<file path="config.mk">
export PLATFORM = sky130hd
export DESIGN_NAME = vbuf_ctrl
export DESIGN_NICKNAME = d
export VERILOG_FILES = /design/src/rtl/vbuf_pkg.sv /design/src/rtl/vbuf_store.sv /design/src/rtl/vbuf_lru.sv /design/src/rtl/vbuf_rsp.sv /design/src/rtl/vbuf_ctrl.sv
export SDC_FILE = /design/constraint.sdc
export NUM_CORES = 2
export LEC_CHECK = 0
export BUFFER_PORTS_ARGS = -buffer_cell sky130_fd_sc_hd__buf_2
export CAP_MARGIN = 20
export CORE_MARGIN = 2
export CORE_UTILIZATION = 56
export CTS_BUF_LIST = sky130_fd_sc_hd__clkbuf_8
export DETAILED_ROUTE_END_ITERATION = 10
export GPL_ROUTABILITY_DRIVEN = 0
export GPL_TIMING_DRIVEN = 0
export PLACE_DENSITY = 0.75
export SYNTH_ARGS = -nofsm -noshare
export SYNTH_HDL_FRONTEND = slang
export SYNTH_HIERARCHICAL = 1
export SYNTH_SLANG_ARGS = --single-unit
</file>
<file path="constraint.sdc">
create_clock -name clk -period 21 [get_ports clk]
set_input_delay 3.15 -clock clk [delete_from_list [all_inputs] [get_ports clk]]
set_output_delay 3.15 -clock clk [all_outputs]
set_load 0.02 [all_outputs]
</file>
<file path="src/rtl/vbuf_pkg.sv">
package vbuf_pkg;

   // How an incoming eviction chose its slot
   typedef enum logic [1:0] {
      FILL_NONE   = 2'd0,
      FILL_SAME   = 2'd1,
      FILL_FREE   = 2'd2,
      FILL_OLDEST = 2'd3
   } fill_kind_e;

endpackage

</file>
<file path="src/rtl/vbuf_store.sv">
module vbuf_store #(
   parameter int ENTRIES = 4,
   parameter int TAG_W   = 27,
   parameter int DATA_W  = 256
) (
   input  logic               clk,
   input  logic               rst_n,
   input  logic               wr_en,
   input  logic [ENTRIES-1:0] wr_sel,
   input  logic [TAG_W-1:0]   wr_tag,
   input  logic [DATA_W-1:0]  wr_data,
   input  logic [TAG_W-1:0]   look_tag,
   input  logic [TAG_W-1:0]   probe_tag,
   output logic [ENTRIES-1:0] valid_o,
   output logic [ENTRIES-1:0] look_hit_o,
   output logic [ENTRIES-1:0] probe_hit_o,
   output logic [DATA_W-1:0]  look_data_o
);

   logic [ENTRIES-1:0] valid_q;
   logic [TAG_W-1:0]   tag_q  [ENTRIES];
   logic [DATA_W-1:0]  data_q [ENTRIES];

   always_ff @(posedge clk or negedge rst_n) begin
      if (!rst_n) begin
         valid_q <= '0;
      end else if (wr_en) begin
         valid_q <= valid_q | wr_sel;
      end
   end

   always_ff @(posedge clk) begin
      for (int e = 0; e < ENTRIES; e++) begin
         if (wr_en && wr_sel[e]) begin
            tag_q[e]  <= wr_tag;
            data_q[e] <= wr_data;
         end
      end
   end

   for (genvar e = 0; e < ENTRIES; e++) begin : g_cmp
      assign look_hit_o[e]  = valid_q[e] && (tag_q[e] == look_tag);
      assign probe_hit_o[e] = valid_q[e] && (tag_q[e] == probe_tag);
   end

   always_comb begin
      look_data_o = '0;
      for (int e = 0; e < ENTRIES; e++) begin
         if (look_hit_o[e]) look_data_o = look_data_o | data_q[e];
      end
   end

   assign valid_o = valid_q;

   AST_NO_DUP_LINE: assert property (@(posedge clk) disable iff (!rst_n)
      $onehot0(look_hit_o)) else $error("duplicate line held");

   AST_VALID_KEPT: assert property (@(posedge clk) disable iff (!rst_n)
      ((valid_q & $past(valid_q)) == $past(valid_q))) else $error("entry lost");

endmodule

</file>
<file path="src/rtl/vbuf_lru.sv">
module vbuf_lru #(
   parameter int ENTRIES = 4,
   parameter int IDX_W   = 2
) (
   input  logic             clk,
   input  logic             rst_n,
   input  logic             touch_a_en,
   input  logic [IDX_W-1:0] touch_a_idx,
   input  logic             touch_b_en,
   input  logic [IDX_W-1:0] touch_b_idx,
   output logic [IDX_W-1:0] oldest_idx
);

   // rank 0 = most recent, ENTRIES-1 = least recent
   logic [IDX_W-1:0] rank_q   [ENTRIES];
   logic [IDX_W-1:0] rank_mid [ENTRIES];
   logic [IDX_W-1:0] rank_nxt [ENTRIES];

   always_comb begin
      rank_mid = rank_q;
      if (touch_a_en) begin
         for (int e = 0; e < ENTRIES; e++) begin
            if (rank_q[e] < rank_q[touch_a_idx]) rank_mid[e] = rank_q[e] + 1'b1;
         end
         rank_mid[touch_a_idx] = '0;
      end
      rank_nxt = rank_mid;
      if (touch_b_en) begin
         for (int e = 0; e < ENTRIES; e++) begin
            if (rank_mid[e] < rank_mid[touch_b_idx]) rank_nxt[e] = rank_mid[e] + 1'b1;
         end
         rank_nxt[touch_b_idx] = '0;
      end
   end

   always_comb begin
      oldest_idx = '0;
      for (int e = 0; e < ENTRIES; e++) begin
         if (rank_q[e] == IDX_W'(ENTRIES - 1)) oldest_idx = IDX_W'(e);
      end
   end

   always_ff @(posedge clk or negedge rst_n) begin
      if (!rst_n) begin
         for (int e = 0; e < ENTRIES; e++) rank_q[e] <= IDX_W'(e);
      end else begin
         rank_q <= rank_nxt;
      end
   end

   for (genvar r = 0; r < ENTRIES; r++) begin : g_perm
      logic [ENTRIES-1:0] holders;
      always_comb begin
         for (int e = 0; e < ENTRIES; e++) holders[e] = (rank_q[e] == IDX_W'(r));
      end
      AST_LRU_PERMUTATION: assert property (@(posedge clk) disable iff (!rst_n)
         $onehot(holders)) else $error("rank %0d not unique", r);
   end

   AST_LRU_STILL: assert property (@(posedge clk) disable iff (!rst_n)
      (!touch_a_en && !touch_b_en) |=> $stable(oldest_idx)) else $error("order moved");

endmodule

</file>
<file path="src/rtl/vbuf_rsp.sv">
module vbuf_rsp #(
   parameter int DATA_W  = 256,
   parameter int HIT_LAT = 2
) (
   input  logic              clk,
   input  logic              rst_n,
   input  logic              hit_en,
   input  logic [DATA_W-1:0] hit_data,
   output logic              abort_o,
   output logic              rsp_valid_o,
   output logic [DATA_W-1:0] rsp_data_o
);

   logic [HIT_LAT-1:0] v_q;
   logic [DATA_W-1:0]  d_q [HIT_LAT];

   always_ff @(posedge clk or negedge rst_n) begin
      if (!rst_n) abort_o <= 1'b0;
      else        abort_o <= hit_en;
   end

   if (HIT_LAT == 1) begin : g_single
      always_ff @(posedge clk or negedge rst_n) begin
         if (!rst_n) v_q <= '0;
         else        v_q <= hit_en;
      end
      always_ff @(posedge clk) begin
         if (hit_en) d_q[0] <= hit_data;
      end
   end else begin : g_chain
      always_ff @(posedge clk or negedge rst_n) begin
         if (!rst_n) v_q <= '0;
         else        v_q <= {v_q[HIT_LAT-2:0], hit_en};
      end
      always_ff @(posedge clk) begin
         if (hit_en) d_q[0] <= hit_data;
         for (int s = 1; s < HIT_LAT; s++) begin
            if (v_q[s-1]) d_q[s] <= d_q[s-1];
         end
      end
      AST_RSP_AFTER_ABORT: assert property (@(posedge clk) disable iff (!rst_n)
         rsp_valid_o |-> $past(abort_o, HIT_LAT - 1)) else $error("response without abort");
   end

   assign rsp_valid_o = v_q[HIT_LAT-1];
   assign rsp_data_o  = d_q[HIT_LAT-1];

endmodule

</file>
<file path="src/rtl/vbuf_ctrl.sv">
module vbuf_ctrl
   import vbuf_pkg::*;
#(
   parameter int ENTRIES    = 4,
   parameter int ADDR_W     = 32,
   parameter int LINE_BYTES = 32,
   parameter int HIT_LAT    = 2,
   localparam int LA_W      = ADDR_W - $clog2(LINE_BYTES),
   localparam int LINE_W    = LINE_BYTES * 8
) (
   input  logic              clk,
   input  logic              rst_n,
   input  logic              acc_valid,
   input  logic              acc_l1_hit,
   input  logic [LA_W-1:0]   acc_line,
   input  logic              evc_valid,
   input  logic [LA_W-1:0]   evc_line,
   input  logic [LINE_W-1:0] evc_data,
   output logic              mem_abort,
   output logic              rsp_valid,
   output logic [LINE_W-1:0] rsp_data
);

   localparam int IDX_W = (ENTRIES > 1) ? $clog2(ENTRIES) : 1;

   if (ENTRIES < 2)                              begin : g_chk_ent  $error("ENTRIES must be at least 2");  end
   if ((LINE_BYTES & (LINE_BYTES - 1)) != 0)     begin : g_chk_line $error("LINE_BYTES must be a power of two"); end
   if (HIT_LAT < 1 || HIT_LAT > 4)               begin : g_chk_lat  $error("HIT_LAT must be 1 to 4");      end
   if (LA_W < 1)                                 begin : g_chk_addr $error("ADDR_W too small");            end

   logic [ENTRIES-1:0] valid_vec, look_hit, probe_hit, fill_sel;
   logic [LINE_W-1:0]  look_data, hit_data;
   logic [IDX_W-1:0]   oldest_idx, free_idx, same_idx, look_idx, fill_idx;
   logic               lookup_en, bypass, old_hit, hit_any;
   fill_kind_e         fill_kind;

   assign lookup_en = acc_valid && !acc_l1_hit;

   vbuf_store #(.ENTRIES(ENTRIES), .TAG_W(LA_W), .DATA_W(LINE_W)) u_store (
      .clk, .rst_n,
      .wr_en      (evc_valid),
      .wr_sel     (fill_sel),
      .wr_tag     (evc_line),
      .wr_data    (evc_data),
      .look_tag   (acc_line),
      .probe_tag  (evc_line),
      .valid_o    (valid_vec),
      .look_hit_o (look_hit),
      .probe_hit_o(probe_hit),
      .look_data_o(look_data)
   );

   // index encoders: lowest free slot, matching slots
   always_comb begin
      free_idx = '0;
      same_idx = '0;
      look_idx = '0;
      for (int e = ENTRIES - 1; e >= 0; e--) begin
         if (!valid_vec[e]) free_idx = IDX_W'(e);
      end
      for (int e = 0; e < ENTRIES; e++) begin
         if (probe_hit[e]) same_idx = same_idx | IDX_W'(e);
         if (look_hit[e])  look_idx = look_idx | IDX_W'(e);
      end
   end

   // slot choice for an eviction, from start-of-cycle state
   always_comb begin
      if (!evc_valid)          fill_kind = FILL_NONE;
      else if (|probe_hit)     fill_kind = FILL_SAME;
      else if (!(&valid_vec))  fill_kind = FILL_FREE;
      else                     fill_kind = FILL_OLDEST;
      case (fill_kind)
         FILL_SAME: fill_idx = same_idx;
         FILL_FREE: fill_idx = free_idx;
         default:   fill_idx = oldest_idx;
      endcase
      fill_sel = (fill_kind == FILL_NONE) ? '0 : (ENTRIES'(1) << fill_idx);
   end

   assign bypass   = lookup_en && evc_valid && (evc_line == acc_line);
   assign old_hit  = lookup_en && (|look_hit);
   assign hit_any  = bypass || old_hit;
   assign hit_data = bypass ? evc_data : look_data;

   vbuf_lru #(.ENTRIES(ENTRIES), .IDX_W(IDX_W)) u_lru (
      .clk, .rst_n,
      .touch_a_en (old_hit),
      .touch_a_idx(look_idx),
      .touch_b_en (evc_valid),
      .touch_b_idx(fill_idx),
      .oldest_idx (oldest_idx)
   );

   vbuf_rsp #(.DATA_W(LINE_W), .HIT_LAT(HIT_LAT)) u_rsp (
      .clk, .rst_n,
      .hit_en     (hit_any),
      .hit_data   (hit_data),
      .abort_o    (mem_abort),
      .rsp_valid_o(rsp_valid),
      .rsp_data_o (rsp_data)
   );

   AST_ABORT_NEEDS_MISS: assert property (@(posedge clk) disable iff (!rst_n)
      mem_abort |-> $past(acc_valid && !acc_l1_hit)) else $error("abort without lookup");

   AST_FILL_FREE_FIRST: assert property (@(posedge clk) disable iff (!rst_n)
      (evc_valid && !(|probe_hit) && !(&valid_vec)) |=>
      ($countones(valid_vec) == $past($countones(valid_vec)) + 1)) else $error("free slot skipped");

   AST_SAME_NO_GROWTH: assert property (@(posedge clk) disable iff (!rst_n)
      (evc_valid && (|probe_hit)) |=> $stable(valid_vec)) else $error("duplicate fill");

endmodule

</file>
After elaboration in Yosys (flattened, before gate mapping)
Memories as Yosys holds them, arrays and structs flattened. Cells that the tools add are included.

Output and inout port bits: 258. Register bits after elaboration: 15. Word-level logic and storage cells: 142. RAM bits: 1644. Input port bits: 315. Memories kept: 3.

Multiplexer cells: 63. Add/subtract/negate cells: 8. Order comparisons: 12. Bitwise gates (word level): 10. Equality and inequality tests: 14. Shift operators: 1. Reduce and logical (&&, ||, !) cells: 24.

Memory list: u_store.data_q (depth 4, bits a word 256, read ports 4, clocked after memory_dff 0, wr ports 4, RTL line vbuf_store.sv:22) `logic [DATA_W-1:0] data_q [ENTRIES];`; u_rsp.d_q (depth 2, bits a word 256, read ports 2, clocked after memory_dff 0, wr ports 2, RTL line vbuf_rsp.sv:15) `logic [DATA_W-1:0] d_q [HIT_LAT];`; u_store.tag_q (depth 4, bits a word 27, read ports 4, clocked after memory_dff 0, wr ports 4, RTL line vbuf_store.sv:21) `logic [TAG_W-1:0] tag_q [ENTRIES];`.

Operator list (count): 256-bit 2-to-1 mux (5); 256-bit bitwise OR (3); 27-bit == test (9); 2-bit 2-to-1 mux (34); 1-bit logical AND (18); 2-bit by 1-bit adder with 2-bit output, second input constant (8); 8-bit bitwise AND (2); 2-bit < comparator (8); 1-bit 2-to-1 mux (16); 8-bit 2-to-1 mux (2); 8-bit NOT (2); 2-bit binary-select mux with 2-bit select (2); 2-bit demux with 2-bit select (2); 2-bit == test, second input constant (4); 4-bit OR reduction (2); 3-bit greater-or-equal comparator, second input constant (2); 3-bit by 1-bit < comparator with 1-bit output, second input constant (2); 2-bit NOT with 3-bit output (2); 4-bit 2-to-1 mux (1); 4-bit bitwise OR (1); 2-bit one-hot mux with 2 select lines (1); 4-bit AND reduction (1); 1-bit by 2-bit << shifter with 4-bit output, first input constant (1); 2-bit by 1-bit == test with 1-bit output, second input constant (1); 3 further kinds (3).

Logic depth before layout (Yosys ltp)
An unclocked memory read counts as a cell.

Word-level depth: 23. Depth in mapped cells: 21. Gate-level depth less buffers: 20.

Modules after synthesis
Netlist, hierarchy kept.

Modules (own cells, without submodules): vbuf_store (cells an instance 3092, seq. area each 34092.7 µm², area each 46178.0 µm², instances 1); vbuf_rsp (cells an instance 770, seq. area each 15424.8 µm², area each 17346.6 µm², instances 1); vbuf_ctrl (cells an instance 355, seq. area each 0.0 µm², area each 3671.0 µm², instances 1); vbuf_lru (cells an instance 130, seq. area each 205.2 µm², area each 1111.1 µm², instances 1).

Worst setup path after synthesis
Ideal clock, no wire load.

Path type: input -> register. From: input port acc_line[1]. To: register u_rsp.v_q[0]. Stages on the path: 10. Buffers on the path: 3. Arrival time: 22.584 ns. Setup slack: -3.553 ns. Data required time: 19.031 ns. Library setup time: 1.969 ns. Cell sequence: clkbuf_1 xnor2_1 nand4_1 nor4_4 buf_2 buf_4 and3_1 or2_2 nor3_1 o21ai_0.

Longest elaborated chain between the ends: 5. Elaborated cells on any way between the ends: 13. Those cells by class: eq/ne (5); reduce/logical (8).

Ends and longest elaborated chain: from (decl) (RTL line vbuf_ctrl.sv:15) `input logic [LA_W-1:0] acc_line,`; 27-bit == test (RTL line vbuf_store.sv:42) `assign look_hit_o[e] = valid_q[e] && (tag_q[e] == look_tag);`; 1-bit logical AND (RTL line vbuf_store.sv:42); via look_hit[1] (RTL line vbuf_ctrl.sv:31) `logic [ENTRIES-1:0] valid_vec, look_hit, probe_hit, fill_sel;`; 4-bit OR reduction (RTL line vbuf_ctrl.sv:82) `assign old_hit = lookup_en && (|look_hit);`; 1-bit logical AND (RTL line vbuf_ctrl.sv:82); 1-bit logical OR (RTL line vbuf_ctrl.sv:83) `assign hit_any = bypass || old_hit;`; via hit_any (RTL line vbuf_ctrl.sv:34) `logic lookup_en, bypass, old_hit, hit_any;`; to (signal assigned) (RTL line vbuf_rsp.sv:33) `else v_q <= {v_q[HIT_LAT-2:0], hit_en};`; to (decl) (RTL line vbuf_rsp.sv:14) `logic [HIT_LAT-1:0] v_q;`.

The timed path passes the listed nets, and every way through them passes these cells. A chain may end at the register's enable or synchronous reset.

==> flow_metrics.py <==
metrics = {
    "timing": {
        "setup_viol": 0,
        "finalHoldViolCount": 0,
        "rsz0062_at_grt": "false",
        "slew_headroom_pct": 14.86,
        "slew_viol_final": 0,
        "fmax_ghz": 0.1259,
        "worstMarginPinSlew_ns": 1.277,
        "fin_crit_sh_pct": 37.83,
        "period_needed_ns": 7.945,
        "fin_tns_setup_ns": 0,
        "worst_clock_skew_ns": 0.06931,
    },
    "clocking": {
        "ctsHoldBuffers": 0,
        "cts_tree": "done",
        "cts.sinks": 1658,
        "cts_buffers": 281,
        "clk_pin_slew_ns": 0.06,
        "root_buffer": "clkbuf_8",
        "clk_latency_ns": 1.00,
        "clock_path_buffers": 4,
        "post_cts_resized": 0,
        "cts_setup_buffers": 0,
        "htree_levels": 5,
    },
    "yosys": {
        "syn_avg_cell_area_sq_um": 15.71,
        "synth-simple-area-share_pct": 13.29,
        "synthArstFlopShare_pct": 0.8444,
        "yosys.area_share.adder_pct": 0.1832,
        "synth.area.mux_share_pct": 4.396,
        "synthFlopType": "edfxtp_1",
        "yosysTopAreaCell": "edfxtp_1",
        "ys_ff_latch": 1658,
        "synthCells": 4347,
        "post-synth-top-area-fraction_pct": 72.27,
        "ys_top_cells_by_area": "edfxtp_1 72%, nand4_1 12%, mux2_1 3.8%",
        "syn_nets": 4672,
        "ys_types": 66,
        "synth_top_family_by_area": "simple AND/OR/NAND/NOR gates",
        "synth_area_sq_um": 68310,
        "synth_warnings": 6,
        "yosysSeqAreaShare_pct": 72.79,
        "synthXorXnorAreaFrac_pct": 3.116,
        "synth_edf_count": 1644,
        "synth-compound-area-share_pct": 0.5807,
    },
    "hold_path": {
        "hp-class": "reg -> reg",
    },
    "pwr": {
        "power_switching_mw": 1.752,
        "p_comb_share_pct": 8.2,
        "ir_drop_mv": 0.07558,
        "p_per_area_nw_per_um2": 90.46,
        "leakagePower_nw": 29.48,
        "netSwitchingFraction_pct": 24.47,
        "clkPwrFrac_pct": 35.6,
        "cellInternalPower_mw": 5.410,
        "p_seq_share_pct": 56.2,
        "total_power_mw": 7.162,
    },
    "setup_path": {
        "path_depth": 19,
        "endpoint_kind": "flop",
        "rrSetupSlack_ns": 15.01,
        "cp-endpoint": "u_lru/rank_q[2]$_DFF_PN0_",
        "worst_path_most_repeated_cell": "buf_2",
        "slowest_delay_ns": 0.72,
        "crit_family": "simple AND/OR/NAND/NOR gates",
        "timing.rr.start": "u_store/tag_q[2][0]$_DFFE_PP_",
        "cp.required_ns": 21.83,
        "worstSetupPathType": "in -> reg",
        "worst-path-buf-inv": 6,
        "cp_max_fo": 10,
        "cp-startpoint": "acc_line[13]",
        "rr_worst_depth": 16,
        "crit_arrival_ns": 8.77,
        "cp_cell_sequence": "buf_2 > clkbuf_1 > xnor2_1 > nand4_1 > nor4_4 > buf_2 > buf_4 > and3_1 > or2_2 > buf_2 > mux4_2 > inv_1 > ha_1 > or3b_1 > a21o_1 > o221a_2 > mux4_2 > a311o_1 > nor4bb_1",
        "reg2reg_to": "u_lru/rank_q[2]$_DFF_PN0_",
        "start_kind": "input pin",
        "cpMaxStageDelayCell": "nor4_4",
    },
    "flow_run": {
        "maxCapViolCount": 0,
    },
    "detailed_routing": {
        "drt-initial-drc-count": 6154,
        "drc": 0,
        "dr.pass1.iters": 6,
        "drt-total-wl_microns": 192200,
        "avgRoutedWirePerCell_microns": 27.10,
        "antenna_left": 0,
        "viasPerCell": 6.408,
        "vias": 45450,
    },
    "die": {
        "num_io_pins": 573,
        "start_util_pct": 56.27,
        "core-area_sq_um": 121400,
        "dieWidth_microns": 353.3,
        "die_area_sq_um": 124800,
        "die_y_microns": 353.3,
        "placementRows": 128,
    },
    "run_status": {
        "outcome": "completed",
    },
    "finish": {
        "final_common_cell": "edfxtp_1",
        "multi_input_area_sq_um": 14750,
        "final_util_pct": 65.22,
        "final_nets": 5571,
        "syn2layout_area_growth_pct": 15.91,
        "seq_area_sq_um": 49730,
        "layout_common_cells": "1644 x edfxtp_1, 1337 x nand4_1, 690 x buf_2",
        "drive_above_1_share_pct": 26.01,
        "fillers": 8520,
    },
    "global_route": {
        "grt_start_max_net_pins": 65,
        "antenna_found_initial": 67,
        "grtUsageTotal_pct": 29.94,
        "first_global_vias": 44550,
        "grt_pass1_wl_microns": 280400,
        "grt_overflow_total": 0,
    },
    "placed_design": {
        "io_buffer_count": 572,
        "dp_hpwl_microns": 123100,
    },
}
power by group through the flow:
stage,clock (mW),combinational (mW),sequential [mW]
after floorplan,0,0.295,4.16
after global placement,0,0.513,4.26
after detailed placement,0,0.576,4.08
after CTS,2.59,0.578,4.02
after global routing,2.73,0.617,4.04
final,2.55,0.590,4.02
layout make-up:
class | count | share of cell area (%)
multi-input combinational | 2011 | 18.63
inverter | 14 | 0.06637
antenna | 42 | 0.1327
clock inverter | 175 | 1.045
buffer | 664 | 4.804
tap | 1625 | 2.568
sequential | 1658 | 62.81
clock buffer | 287 | 4.989
timing repair buffer | 616 | 4.958
registers in the layout, indices dropped and copies added, names as in the netlist:
register / cells
u_store/data_q: 1024
u_rsp/d_q: 512
u_store/tag_q: 108
u_lru/rank_q: 8
u_store/valid_o: 4
u_rsp/v_q: 2
cells by family (layout without fill, tap and decap cells):
family | Yosys count | after routing
flops | 1658 | 1658
simple gates | 1441 | 1441
buf+inv | 678 | 1756
mux | 263 | 263
xor+xnor | 243 | 243
compound gates | 54 | 54
fa+ha+maj | 10 | 10
other cells | 0 | 42
synthesized netlist by cell type (6+ instances only):
library cell	n
edfxtp_1	1644
nand4_1	1337
buf_4	266
mux2_1	229
clkbuf_1	213
xnor2_1	212
buf_2	118
buf_1	45
xor2_1	31
mux2_2	27
buf_6	22
nor2_1	16
inv_1	13
dfrtp_1	10
ha_1	10
nand2_1	10
nor4_1	10
nand2b_1	8
o21ai_0	8
or2_2	8
and2_1	6
worst min-delay path by stage:
stage / depth (start not counted) / endpoint / start
floorplan: 0 / u_rsp/d_q[0][256]$_DFFE_PP_ / u_rsp/d_q[0][0]$_DFFE_PP_
global placement: 0 / u_rsp/d_q[0][319]$_DFFE_PP_ / u_rsp/d_q[0][63]$_DFFE_PP_
detailed placement: 0 / u_rsp/d_q[0][274]$_DFFE_PP_ / u_rsp/d_q[0][18]$_DFFE_PP_
CTS: 0 / u_rsp/d_q[0][275]$_DFFE_PP_ / u_rsp/d_q[0][19]$_DFFE_PP_
global route: 0 / u_rsp/d_q[0][275]$_DFFE_PP_ / u_rsp/d_q[0][19]$_DFFE_PP_
finish: 0 / u_rsp/d_q[0][275]$_DFFE_PP_ / u_rsp/d_q[0][19]$_DFFE_PP_
per-layer routing:
metal	global-route usage [%]	part of all wire (%)	up-vias
met2	45.80	47	3314
li1	-	-	19330
met5	0	0.17	-
met3	9.571	13	523
met4	13.29	3.9	52
met1	39.48	36	22230
per-stage QoR:
stage | setup slack, ns | std cells | instance area [sq um] | hold slack (ns)
global placement | -5.436 | 6544 | 73200 | 0.4011
floorplan | 3.733 | 4347 | 68310 | 0.4003
detailed placement | 12.25 | 6587 | 74280 | 0.4045
global route | 12.92 | 7074 | 79130 | 0.4050
finish | 13.06 | 7092 | 79170 | 0.3792
CTS | 13.27 | 7049 | 79060 | 0.3902
Power figures use the tool's default switching activity.
